===== src/rtl/gpio_irq_pkg.sv =====
package gpio_irq_pkg;
  localparam int CH_CNT   = 8;
  localparam int LANE_W   = 8;
  localparam int TRIG_W   = 3;
  localparam int SEL_W    = 4;
  localparam int DONE_CNT = 2;
  localparam int SRC_CNT  = CH_CNT + DONE_CNT;

  localparam logic [TRIG_W-1:0] TRIG_HIGH = 3'd1;
  localparam logic [TRIG_W-1:0] TRIG_LOW  = 3'd2;

  typedef enum logic [2:0] {
    RA_TRIG = 3'd0,
    RA_SEL  = 3'd1,
    RA_MASK = 3'd2,
    RA_ACK  = 3'd3,
    RA_STAT = 3'd4
  } reg_addr_e;

  // Only the two level encodings arm a channel.
  function automatic logic trig_armed(logic [TRIG_W-1:0] code);
    return (code == TRIG_HIGH) || (code == TRIG_LOW);
  endfunction

  function automatic logic level_hit(logic [TRIG_W-1:0] code, logic pin);
    return ((code == TRIG_HIGH) && pin) || ((code == TRIG_LOW) && !pin);
  endfunction

  // Flat position of the watched bit for a channel on a lane.
  function automatic int watch_index(int lane, int chan);
    return lane * LANE_W + chan;
  endfunction
endpackage


===== src/rtl/irq_input_sync.sv =====
module irq_input_sync #(
  parameter int WIDTH  = 8,
  parameter int STAGES = 2
) (
  input  logic             clk,
  input  logic             rst_n,
  input  logic [WIDTH-1:0] d_in,
  output logic [WIDTH-1:0] d_out
);
  logic [WIDTH-1:0] stage_q [STAGES];

  generate
    for (genvar s = 0; s < STAGES; s++) begin : g_stage
      always_ff @(posedge clk or negedge rst_n) begin
        if (!rst_n) stage_q[s] <= '0;
        else if (s == 0) stage_q[s] <= d_in;
        else stage_q[s] <= stage_q[(s == 0) ? 0 : s-1];
      end
    end
  endgenerate

  assign d_out = stage_q[STAGES-1];
endmodule


===== src/rtl/irq_channel.sv =====
module irq_channel
  import gpio_irq_pkg::*;
#(
  parameter int NUM_LANES = 16,
  parameter int CHAN      = 0
) (
  input  logic [NUM_LANES*LANE_W-1:0] lanes,
  input  logic [TRIG_W-1:0]           trig,
  input  logic [SEL_W-1:0]            lane_sel,
  output logic                        armed,
  output logic                        hit
);
  logic pin;

  always_comb begin
    pin = 1'b0;
    if (int'(lane_sel) < NUM_LANES) pin = lanes[watch_index(int'(lane_sel), CHAN)];
  end

  assign armed = trig_armed(trig);
  assign hit   = level_hit(trig, pin);
endmodule


===== src/rtl/irq_pending.sv =====
module irq_pending
  import gpio_irq_pkg::*;
(
  input  logic               clk,
  input  logic               rst_n,
  input  logic [SRC_CNT-1:0] set_bits,
  input  logic [SRC_CNT-1:0] ack_bits,
  output logic [SRC_CNT-1:0] pend_q
);
  // The acknowledge wins in its own cycle; a held cause sets the bit again one cycle later.
  always_ff @(posedge clk or negedge rst_n) begin
    if (!rst_n) pend_q <= '0;
    else pend_q <= (pend_q | set_bits) & ~ack_bits;
  end
endmodule


===== src/rtl/gpio_irq_router.sv =====
module gpio_irq_router
  import gpio_irq_pkg::*;
#(
  parameter int NUM_LANES   = 16,
  parameter int SYNC_STAGES = 2
) (
  input  logic                        clk,
  input  logic                        rst_n,
  input  logic [NUM_LANES*LANE_W-1:0] lane_in,
  input  logic [DONE_CNT-1:0]         done_evt,
  input  logic                        reg_wr,
  input  logic [2:0]                  reg_addr,
  input  logic [31:0]                 reg_wdata,
  output logic [31:0]                 reg_rdata,
  output logic                        irq_o
);
  localparam int TRIG_BITS = CH_CNT * TRIG_W;
  localparam int SEL_BITS  = CH_CNT * SEL_W;
  localparam int IN_W      = NUM_LANES * LANE_W;

  logic [TRIG_BITS-1:0] trig_q;
  logic [SEL_BITS-1:0]  sel_q;
  logic [SRC_CNT-1:0]   mask_q;
  logic [IN_W-1:0]      lanes_sync;
  logic [CH_CNT-1:0]    chan_en;
  logic [CH_CNT-1:0]    chan_hit;
  logic [SRC_CNT-1:0]   set_bits;
  logic [SRC_CNT-1:0]   ack_bits;
  logic [SRC_CNT-1:0]   pend_q;
  logic [SRC_CNT-1:0]   status_w;

  always_ff @(posedge clk or negedge rst_n) begin
    if (!rst_n) begin
      trig_q <= '0;
      sel_q  <= '0;
      mask_q <= '0;
    end else if (reg_wr) begin
      case (reg_addr)
        RA_TRIG: trig_q <= reg_wdata[TRIG_BITS-1:0];
        RA_SEL:  sel_q  <= reg_wdata[SEL_BITS-1:0];
        RA_MASK: mask_q <= reg_wdata[SRC_CNT-1:0];
        default: ;
      endcase
    end
  end

  irq_input_sync #(.WIDTH(IN_W), .STAGES(SYNC_STAGES)) u_sync (
    .clk(clk), .rst_n(rst_n), .d_in(lane_in), .d_out(lanes_sync)
  );

  generate
    for (genvar c = 0; c < CH_CNT; c++) begin : g_chan
      irq_channel #(.NUM_LANES(NUM_LANES), .CHAN(c)) u_ch (
        .lanes(lanes_sync),
        .trig(trig_q[c*TRIG_W +: TRIG_W]),
        .lane_sel(sel_q[c*SEL_W +: SEL_W]),
        .armed(chan_en[c]),
        .hit(chan_hit[c])
      );
    end
  endgenerate

  assign set_bits = {done_evt, chan_hit};
  assign ack_bits = (reg_wr && reg_addr == RA_ACK) ? reg_wdata[SRC_CNT-1:0] : '0;

  irq_pending u_pend (
    .clk(clk), .rst_n(rst_n), .set_bits(set_bits), .ack_bits(ack_bits), .pend_q(pend_q)
  );

  assign status_w = pend_q & mask_q;
  assign irq_o    = |status_w;

  always_comb begin
    reg_rdata = '0;
    case (reg_addr)
      RA_TRIG: reg_rdata[TRIG_BITS-1:0] = trig_q;
      RA_SEL:  reg_rdata[SEL_BITS-1:0]  = sel_q;
      RA_MASK: reg_rdata[SRC_CNT-1:0]   = mask_q;
      RA_STAT: reg_rdata[SRC_CNT-1:0]   = status_w;
      default: ;
    endcase
  end
endmodule


===== config.mk =====
export PLATFORM = sky130hd
export DESIGN_NAME = gpio_irq_router
export DESIGN_NICKNAME = d
export VERILOG_FILES = /design/src/rtl/gpio_irq_pkg.sv /design/src/rtl/irq_input_sync.sv /design/src/rtl/irq_channel.sv /design/src/rtl/irq_pending.sv /design/src/rtl/gpio_irq_router.sv
export SDC_FILE = /design/constraint.sdc
export NUM_CORES = 1
export LEC_CHECK = 0
export BUFFER_PORTS_ARGS = -buffer_cell sky130_fd_sc_hd__buf_2
export CORE_MARGIN = 2
export CORE_UTILIZATION = 55
export DETAILED_ROUTE_END_ITERATION = 16
export PLACE_DENSITY = 0.85
export SYNTH_ARGS = -nofsm -noshare
export SYNTH_HDL_FRONTEND = slang
export SYNTH_SLANG_ARGS = --single-unit

===== constraint.sdc =====
create_clock -name clk -period 2 [get_ports clk]
set_input_delay 0.2 -clock clk [delete_from_list [all_inputs] [get_ports clk]]
set_output_delay 0.2 -clock clk [all_outputs]
set_load 0.1 [all_outputs]

==> key figures, run 1 <==
Synth
  – Post-synthesis sequential area ratio: 0.743
  – Mean post-synth cell area: 17.1 µm²
  – Syn nets: 821
  – Count of state elements after synthesis: 332
  – Netlist cell types: 39
  – Top_reg_cell synth: dfrtp_1
  – Async set or reset register ratio after synthesis: 1.00
  – EDFF count, synth: 0
  – Post-synthesis cell count: 653
  – Yosys Warn Count: 0
  – Syn Std Cell Area: 0.0112 mm²

Placed design
  – Area of placed instances: 0.0131 mm²
  – Final RePlAce weighted congestion: 0.850
  – Hpwl dp: 16200 µm
  – Port Buf Inserts: 200

Worst hold path
  – Tightest Hold Check Type: primary input to register

Floorplan
  – DIE AREA: 0.0215 mm²
  – IO Count: 201
  – Core area: 0.0201 mm²
  – Die X: 147 µm
  – Num rows: 52
  – Initial Utilization: 0.556
  – Die height: 147 µm

Outcome
  – Status: finished clean

Setup path
  – CP delay by family, top: flip-flops
  – Cell Chain, Critical Path: mux2i_1, nor2_1, a21oi_1, o22ai_2, buf_12
  – CP Launch Type: register
  – CP Max Fanout: 6
  – Reg-to-reg setup timing slack: 0.08 ns
  – R2r worst-path depth: 4
  – Stages on the worst setup path: 5
  – Reg-to-reg endpoint: u_pend.pend_q[3]
  – Buf/Inv on CP: 1
  – Setup crit end kind: output port
  – Slowest CP cell: dfrtp_2
  – Crit path capture: reg_rdata[7]
  – Worst EP required: 1.80 ns
  – CP Launch Point: sel_q[7]
  – Arrival @ worst endpoint: 1.75 ns
  – Kind of critical path: register to output port
  – Worst R2R Start: sel_q[12]
  – CP peak stage delay: 0.45 ns

Flow run
  – Max Cap Viol: 0

Global route
  – GRT overflow: 0
  – First-pass GRT wire length: 45200 µm
  – Vias in the first global route: 8186
  – Total GRT Usage: 0.277
  – Initial antenna violation count: 3
  – Pin count of the biggest net entering global routing: 70

Timing
  – Slew at the pin closest to its max-slew limit: 0.684 ns
  – Worst-case clock skew: 0.0238 ns
  – FMAX: 0.513 GHz
  – Final hold viol count: 0
  – Final min period: 1.95 ns
  – Setup Viol. Count Final: 0
  – Fin. max-slew vios: 0
  – Worst slew margin: 0.532
  – Hold Slack: 0.0345 ns
  – Fin crit share: 0.975
  – Unrepaired setup endpoints after global routing: no
  – Setup_tns: 0 ns

Routing
  – First drt pass iteration count: 5
  – Vias: 7125
  – ANT nets after route: 0
  – WL/cell: 21.2 µm
  – Drc violations: 0
  – Post-Route WL: 28600 µm
  – First-iteration detailed-routing DRC count: 442
  – Vias per cell: 5.29

Power
  – Leak: 0.00714 µW
  – PwrDens: 1070 mW/mm²
  – VDD IR-drop max: 891 µV

Clocking
  – Clock sink count: 332
  – Root Driver: clkbuf_16
  – Longest Clk Path Bufs: 3
  – # H-tree levels: 2
  – Skew-Pair Late Insertion Delay: 0.51 ns
  – Clock-pin slew on the worst setup and hold paths: 0.07 ns
  – CTS buffer count: 34
  – CTS tree: yes

Finish
  – Reg area: 0.00831 mm²
  – Multi-input logic area: 0.00278 mm²
  – Layout Area Growth over Synthesis: 42.9%
  – Post-layout instance area: 0.0160 mm²
  – FILL cells: 1010
  – Share of layout cells above drive strength 1: 0.344
  – Layout Nets: 1221
## synthesized netlist by cell type (all sizes together) (7+ instances only)
| cell | instances | area share |
|---|---|---|
| clkbuf | 10 | 0.0034 |
| nor2 | 17 | 0.0064 |
| dfrtp | 332 | 0.74 |
| mux4 | 32 | 0.064 |
| buf | 14 | 0.0087 |
| o21ai | 7 | 0.0031 |
| mux2 | 59 | 0.059 |
| a2111oi | 7 | 0.0055 |
| a21oi | 10 | 0.0045 |
| inv | 7 | 0.0023 |
| a22o | 25 | 0.020 |
| nand2 | 28 | 0.0094 |
| nor3b | 11 | 0.0084 |
| nor2b | 21 | 0.012 |
| and2 | 18 | 0.010 |
## flip-flops by register name, indices dropped and copies added (netlist names)
register,cells
sel_q,32
trig_q,24
mask_q,10
u_pend.pend_q,10
u_sync.d_out,128
u_sync.stage_q,128
## cell usage in the layout, fill, tap and decap left out, drive strengths merged, types with 4 or more instances in the layout
cell / count
inv: 8
a2111oi: 7
clkinv: 6
dlygate4sd3: 159
and2: 18
nor3b: 11
clkbuf: 45
o22ai: 4
dfrtp: 332
nor2b: 21
a22oi: 6
mux2: 59
bufinv: 4
o21ai: 7
nor2: 17
nand4: 4
mux4: 32
nand2: 28
buf: 229
a21oi: 10
mux2i: 6
a22o: 25
a221o: 6
## worst min path at each step
stage                 startpoint             endpoint  cells after the start
CTS                 reg_wdata[4]             sel_q[4]                      2
detailed placement         rst_n  u_sync.stage_q[250]                      1
floorplan                  rst_n            mask_q[0]                      0
global placement           rst_n  u_sync.stage_q[250]                      1
global route        reg_wdata[5]             sel_q[5]                      2
finish              reg_wdata[4]             sel_q[4]                      2
## metal layers
layer	routed length, µm	GRT usage	vias up
li1	-	-	3131
met1	10700	0.342	3662
met3	1710	0.0556	60
met4	825	0.0981	0
met5	0	0	-
met2	15300	0.489	272
## layout make-up
class | instances | share of cell area
Inverter | 7 | 0.00164
Multi-Input combinational cell | 290 | 0.174
Antenna cell | 2 | 0.000313
Clock inverter | 14 | 0.0116
Clock buffer | 45 | 0.0609
Sequential cell | 332 | 0.520
Tap cell | 270 | 0.0211
Timing Repair Buffer | 388 | 0.210
## cells by family (layout without fill, tap and decap cells)
| family | Yosys count | after routing | synth area share |
|---|---|---|---|
| AOI/OAI and AO/OA | 78 | 78 | 0.0543 |
| buffers and inverters | 31 | 454 | 0.0144 |
| and+or+nand+nor | 115 | 115 | 0.0594 |
| other | 0 | 2 | 0 |
| DFF | 332 | 332 | 0.743 |
| muxes | 97 | 97 | 0.129 |
## worst reg2reg max path: cells and delay by family (launching register included)
family	cells	cell delay (ns)
DFF	1	0.60
AOI/OAI and AO/OA	2	0.56
and+or+nand+nor	1	0.06
muxes	1	0.57
## report_power, final
part / switching (µW) / total (µW) / internal [µW]
registers: 626 / 7960 / 7340
logic: 1320 / 2710 / 1400
clock network: 2560 / 6510 / 3950
total: 4500 / 17200 / 12700
## metrics by stage
step           utilization  instances  power [µW]  setup slack, ns
2_1_floorplan            -        653        9380           -0.611
3_3_place_gp         0.654       1124       10300           0.0678
3_5_place_dp         0.654       1124       10400            0.112
4_1_cts              0.791       1342       17100           0.0114
5_1_grt              0.795       1348       17800          0.00411
6_report             0.795       1348       17200           0.0491
## timing repair
action / in CTS / in global routing
setup endpoints to repair: 5 / 5
hold buffers: 159 / 0
gates resized for setup: 5 / 11
buffers inserted: 0 / 4
pin swaps: 0 / 1
hold endpoints to repair: 231 / 0
Power figures use the tool's default switching activity.
==> run 2: changes to the inputs <==
--- a/config.mk
+++ b/config.mk
@@ -9,7 +9,7 @@
 export CORE_MARGIN = 2
 export CORE_UTILIZATION = 55
 export DETAILED_ROUTE_END_ITERATION = 16
-export PLACE_DENSITY = 0.85
+export PLACE_DENSITY = 0.81
 export SYNTH_ARGS = -nofsm -noshare
 export SYNTH_HDL_FRONTEND = slang
 export SYNTH_SLANG_ARGS = --single-unit
==> key figures, run 2 (synthesis gave the netlist of run 1 again) <==
Floorplan
  – Die height: 147 µm
  – Die X: 147 µm
  – Initial Utilization: 0.556
  – Core area: 0.0201 mm²
  – IO Count: 201
  – DIE AREA: 0.0215 mm²
  – Num rows: 52

Finish
  – Most common cell after layout, fill and taps aside: dfrtp_1
  – Share of layout cells above drive strength 1: 0.348
  – Layout Area Growth over Synthesis: 43.0%
  – Layout Nets: 1218
  – Most frequent cells in the layout: dfrtp_1 (325), buf_2 (166), dlygate4sd3_1 (163)
  – Post-layout instance area: 0.0160 mm²

Timing
  – Setup Viol. Count Final: 2
  – Unrepaired setup endpoints after global routing: yes
  – Fin. max-slew vios: 0
  – Final hold viol count: 0
  – Worst-case clock skew: 0.00859 ns
  – PnR worst setup slack: -0.0279 ns
  – Worst slew margin: 0.673
  – Slew at the pin closest to its max-slew limit: 0.479 ns
  – FMAX: 0.493 GHz
  – Final min period: 2.03 ns
  – Setup_tns: -0.0535 ns
  – Fin crit share: 1.01

Setup path
  – Slowest CP cell: dfrtp_1
  – Cell Chain, Critical Path: a22o_1, a221oi_2, nand4_1, buf_12
  – CP peak stage delay: 0.41 ns
  – Kind of critical path: register to output port
  – Worst EP required: 1.80 ns
  – Setup crit end kind: output port
  – Arrival @ worst endpoint: 1.83 ns
  – CP Launch Type: register
  – CP Max Fanout: 3

Global route
  – First-pass GRT wire length: 46100 µm
  – Total GRT Usage: 0.281
  – Pin count of the biggest net entering global routing: 57
  – Vias in the first global route: 8201
  – GRT overflow: 0
  – Initial antenna violation count: 1

Routing
  – Vias per cell: 5.34
  – Vias: 7182
  – First-iteration detailed-routing DRC count: 464
  – Drc violations: 0
  – ANT nets after route: 0
  – First drt pass iteration count: 6
  – WL/cell: 21.8 µm
  – Post-Route WL: 29400 µm

Outcome
  – Violated checks: negative setup slack
  – Status: finished with violations

Clocking
  – Skew-Pair Late Insertion Delay: 0.57 ns
  – CTS tree: yes
  – # H-tree levels: 1
  – Clock-pin slew on the worst setup and hold paths: 0.07 ns
  – Longest Clk Path Bufs: 3
  – Root Driver: clkbuf_16
  – CTS buffer count: 31
  – Clock sink count: 332

Placed design
  – Hpwl dp: 16500 µm
  – Port Buf Inserts: 200
  – Final RePlAce weighted congestion: 0.906
  – Area of placed instances: 0.0131 mm²

Flow run
  – Max Cap Viol: 0

Power
  – PwrDens: 1070 mW/mm²
  – Leak: 0.00710 µW
  – VDD IR-drop max: 1030 µV

Worst hold path
  – Tightest Hold Check Type: primary input to asynchronous set/reset pin
## run 2: cell count changes in the layout (fill, tap and decap cells not counted), sizes merged
cell         change
diode            -1
clkbuf           -8
dlygate4sd3      +4
buf              -4
bufinv           +1
clkinv           +1
clkinvlp         +5
## run 2: final timing paths
kind                                          start                to  slack [ns]  cells past startpoint
max in group asynchronous                     rst_n   u_sync.d_out[4]        1.07                      3
worst max-delay path               u_pend.pend_q[1]             irq_o       -0.03                      4
worst min-delay path                          rst_n  u_sync.d_out[59]        0.16                      2
worst min register to register  u_sync.stage_q[224]  u_sync.d_out[96]        0.35                      0
min in group clk                             reg_wr         mask_q[4]        0.20                      4
worst max register to register             sel_q[4]  u_pend.pend_q[1]        0.11                      4
## run 2: per-layer routing
layer,routed length [µm],track usage,vias up
li1,-,-,3126
met4,890,0.0825,0
met2,15600,0.497,292
met1,11200,0.356,3694
met3,1640,0.0553,70
met5,0,0,-
## run 2: layout make-up
cell class                 count  area (µm²)
sequential                   332        8320
fill                        1010        4110
timing repair buffer         388        3390
multi-input combinational    290        2800
clock buffer                  37         848
tap                          270         338
clock inverter                21         280
inverter                       7        26.3
antenna                        1        2.50
## run 2: through the flow
step                      utilization  total power [µW]  setup slack [ns]  std cells  hold WS [ns]
after detailed placement        0.654             10400            0.0814       1122         0.158
after global routing            0.796             17700           -0.0933       1346         0.196
after floorplan                     -              9380            -0.611        653       -0.0956
final                           0.796             17100           -0.0279       1346         0.156
after CTS                       0.793             17000           -0.0302       1343         0.160
after global placement          0.654             10300             0.185       1122         0.161
## run 2: report_power, final
part / internal, µW / switching, µW / leakage, µW
combinational: 1410 / 1350 / 0.00271
sequential: 7340 / 643 / 0.00387
clock: 3710 / 2640 / 0.000529
total: 12500 / 4630 / 0.00710
## run 2: what timing repair did
item                                    4_1_cts  5_1_grt
endpoints found under the setup margin        4       10
pin swaps                                     2        0
buffers inserted                              0        2
endpoints found under the hold margin       461        0
hold buffers                                163        0
gates resized for setup                      10       11
## run 2: critical path: cells and delay by family, from the launching register on
family | cells | cell delay, ns
compound gates | 2 | 0.45
buf+inv | 1 | 0.21
flops | 1 | 0.41
simple gates | 1 | 0.18
==> run 3: changes to the inputs <==
--- a/config.mk
+++ b/config.mk
@@ -5,11 +5,12 @@
 export SDC_FILE = /design/constraint.sdc
 export NUM_CORES = 1
 export LEC_CHECK = 0
+export ABC_AREA = 1
 export BUFFER_PORTS_ARGS = -buffer_cell sky130_fd_sc_hd__buf_2
 export CORE_MARGIN = 2
 export CORE_UTILIZATION = 55
 export DETAILED_ROUTE_END_ITERATION = 16
-export PLACE_DENSITY = 0.81
+export PLACE_DENSITY = 0.8
 export SYNTH_ARGS = -nofsm -noshare
 export SYNTH_HDL_FRONTEND = slang
 export SYNTH_SLANG_ARGS = --single-unit
==> key figures, run 3 <==
Setup path
  – Setup crit end kind: output port
  – CP Launch Type: register
  – Arrival @ worst endpoint: 1.75 ns
  – Worst EP required: 1.80 ns
  – Kind of critical path: register to output port
  – CP Max Fanout: 10

Finish
  – Post-layout instance area: 0.0166 mm²
  – Most frequent cells in the layout: dfrtp_1 (329), nand2_1 (281), inv_1 (177)
  – Share of layout cells above drive strength 1: 0.243
  – Layout Nets: 1644
  – Most common cell after layout, fill and taps aside: dfrtp_1
  – Final std cells w/o fill: 1778
  – Layout Area Growth over Synthesis: 40.4%

Placed design
  – Hpwl dp: 17800 µm
  – Port Buf Inserts: 200
  – Final RePlAce weighted congestion: 0.882
  – Area of placed instances: 0.0137 mm²
  – Post-Place Cells: 1553

Floorplan
  – DIE AREA: 0.0227 mm²
  – Die X: 151 µm
  – Initial Utilization: 0.561
  – IO Count: 201
  – Die height: 151 µm
  – Num rows: 53
  – Core area: 0.0211 mm²

Global route
  – First-pass GRT wire length: 50300 µm
  – Pin count of the biggest net entering global routing: 65
  – Vias in the first global route: 9880
  – Initial antenna violation count: 3
  – GRT overflow: 0
  – Total GRT Usage: 0.294

Power
  – Sw power: 4900 µW
  – PwrDens: 1060 mW/mm²
  – Logic pwr share: 0.166
  – Clock power frac: 0.393
  – Switch share: 0.278
  – Seq pwr share: 0.441
  – Int Pwr: 12700 µW
  – VDD IR-drop max: 854 µV
  – Leak: 0.00834 µW

Synth
  – Most frequent cell after synthesis: dfrtp_1
  – Top_reg_cell synth: dfrtp_1
  – Post-synthesis cell count: 1087
  – Netlist cell types: 27
  – Post-synthesis sequential area ratio: 0.703
  – Syn nets: 1255
  – Count of state elements after synthesis: 332
  – Mean post-synth cell area: 10.9 µm²
  – Async set or reset register ratio after synthesis: 1.00
  – Top cell type's share of synthesized area: 0.703
  – Synth top cells by count: dfrtp_1 (332), nand2_1 (281), inv_1 (177), nand3_1 (113), o21ai_2 (36)
  – EDFF count, synth: 0
  – Yosys Warn Count: 0
  – Syn Std Cell Area: 0.0118 mm²
  – Synth area leaders: dfrtp_1 (70%), nand2_1 (8.9%), inv_1 (5.6%)
  – Yosys top cell by area: dfrtp_1

Timing
  – Setup Viol. Count Final: 0
  – Fin. max-slew vios: 0
  – Worst-case clock skew: 0.0158 ns
  – FMAX: 0.512 GHz
  – Worst slew margin: 0.583
  – Final hold viol count: 0
  – Fin crit share: 0.976
  – Final min period: 1.95 ns
  – Slew at the pin closest to its max-slew limit: 0.625 ns
  – Unrepaired setup endpoints after global routing: yes

Clocking
  – # H-tree levels: 2
  – CTS tree: yes
  – Clock-pin slew on the worst setup and hold paths: 0.06 ns
  – Postcts setup bufs: 0
  – Root Driver: clkbuf_16
  – CTS buffer count: 35
  – Clock sink count: 332
  – Longest Clk Path Bufs: 3
  – Skew-Pair Late Insertion Delay: 0.51 ns

Routing
  – First drt pass iteration count: 5
  – Vias: 9032
  – ANT nets after route: 0
  – Vias per cell: 5.08
  – Drc violations: 0
  – First-iteration detailed-routing DRC count: 509
  – Post-Route WL: 32100 µm
  – WL/cell: 18.0 µm

Worst hold path
  – Tightest Hold Check Type: primary input to register

Flow run
  – Max Cap Viol: 0

Outcome
  – Status: finished clean
[run 3: final timing paths]
path                                startpoint                   to  slack, ns  depth (start not counted)
max reg2reg                           sel_q[8]     u_pend.pend_q[2]       0.23                         10
min                               reg_wdata[8]             sel_q[8]       0.04                          3
min in group asynchronous                rst_n  u_sync.stage_q[181]       0.21                          2
min reg2reg                u_sync.stage_q[197]     u_sync.d_out[69]       0.34                          0
max in group asynchronous                rst_n             sel_q[4]       1.02                          3
max                                  sel_q[20]        reg_rdata[20]       0.05                          3
[run 3: layer usage]
metal,track usage,vias to the layer above,share of wire
met5,0,-,0
met4,0.152,0,0.048
met3,0.0567,117,0.058
met2,0.522,384,0.53
met1,0.339,4378,0.37
li1,-,4153,-
[run 3: worst max-delay path, stage by stage (launching register included)]
cell and delay, ns:
dfrtp_1 0.60, inv_4 0.11, o21ai_1 0.31, buf_12 0.22
[run 3: kinds of logic (layout without fill, tap and decap cells)]
logic type             Yosys count  in the layout  share of synthesized area
DFF                            332            332                      0.703
other                            0              3                          0
buffers and inverters          215            628                     0.0783
AOI/OAI and AO/OA              104            104                     0.0631
and+or+nand+nor                436            436                      0.156
[run 3: power groups by stage]
stage               sequential, µW  clock [µW]  combinational [µW]
detailed placement            7830           0                2560
floorplan                     7640           0                1760
finish                        7770        6930                2930
CTS                           7730        6930                2860
global route                  7830        7290                3200
global placement              7810           0                2510
[run 3: metrics by stage]
| step | setup TNS (ns) | util | hold slack (ns) | setup WS, ns | power [µW] |
|---|---|---|---|---|---|
| global route | -0.0699 | 0.787 | 0.0499 | -0.0579 | 18300 |
| detailed placement | 0 | 0.651 | 0.147 | 0.249 | 10400 |
| CTS | 0 | 0.786 | 0.0357 | 0.00852 | 17500 |
| global placement | 0 | 0.651 | 0.148 | 0.318 | 10300 |
| floorplan | -4.12 | - | -0.0956 | -0.409 | 9400 |
| finish | 0 | 0.787 | 0.0364 | 0.0480 | 17600 |
[run 3: layout make-up]
class / count / area, µm²
Fill cell: 1184 / 4490
Sequential cell: 332 / 8310
Antenna cell: 3 / 7.51
Clock buffer: 46 / 1000
Timing Repair Buffer: 378 / 3300
Clock inverter: 15 / 236
Multi-Input combinational cell: 540 / 2680
Tap cell: 275 / 344
Inverter: 189 / 717
[run 3: timing repair]
| item | 4_1_cts | 5_1_grt |
|---|---|---|
| pin swaps | 0 | 0 |
| gates resized for setup | 2 | 3 |
| endpoints found under the setup margin | 1 | 4 |
| hold buffers | 161 | 0 |
| endpoints found under the hold margin | 217 | 0 |
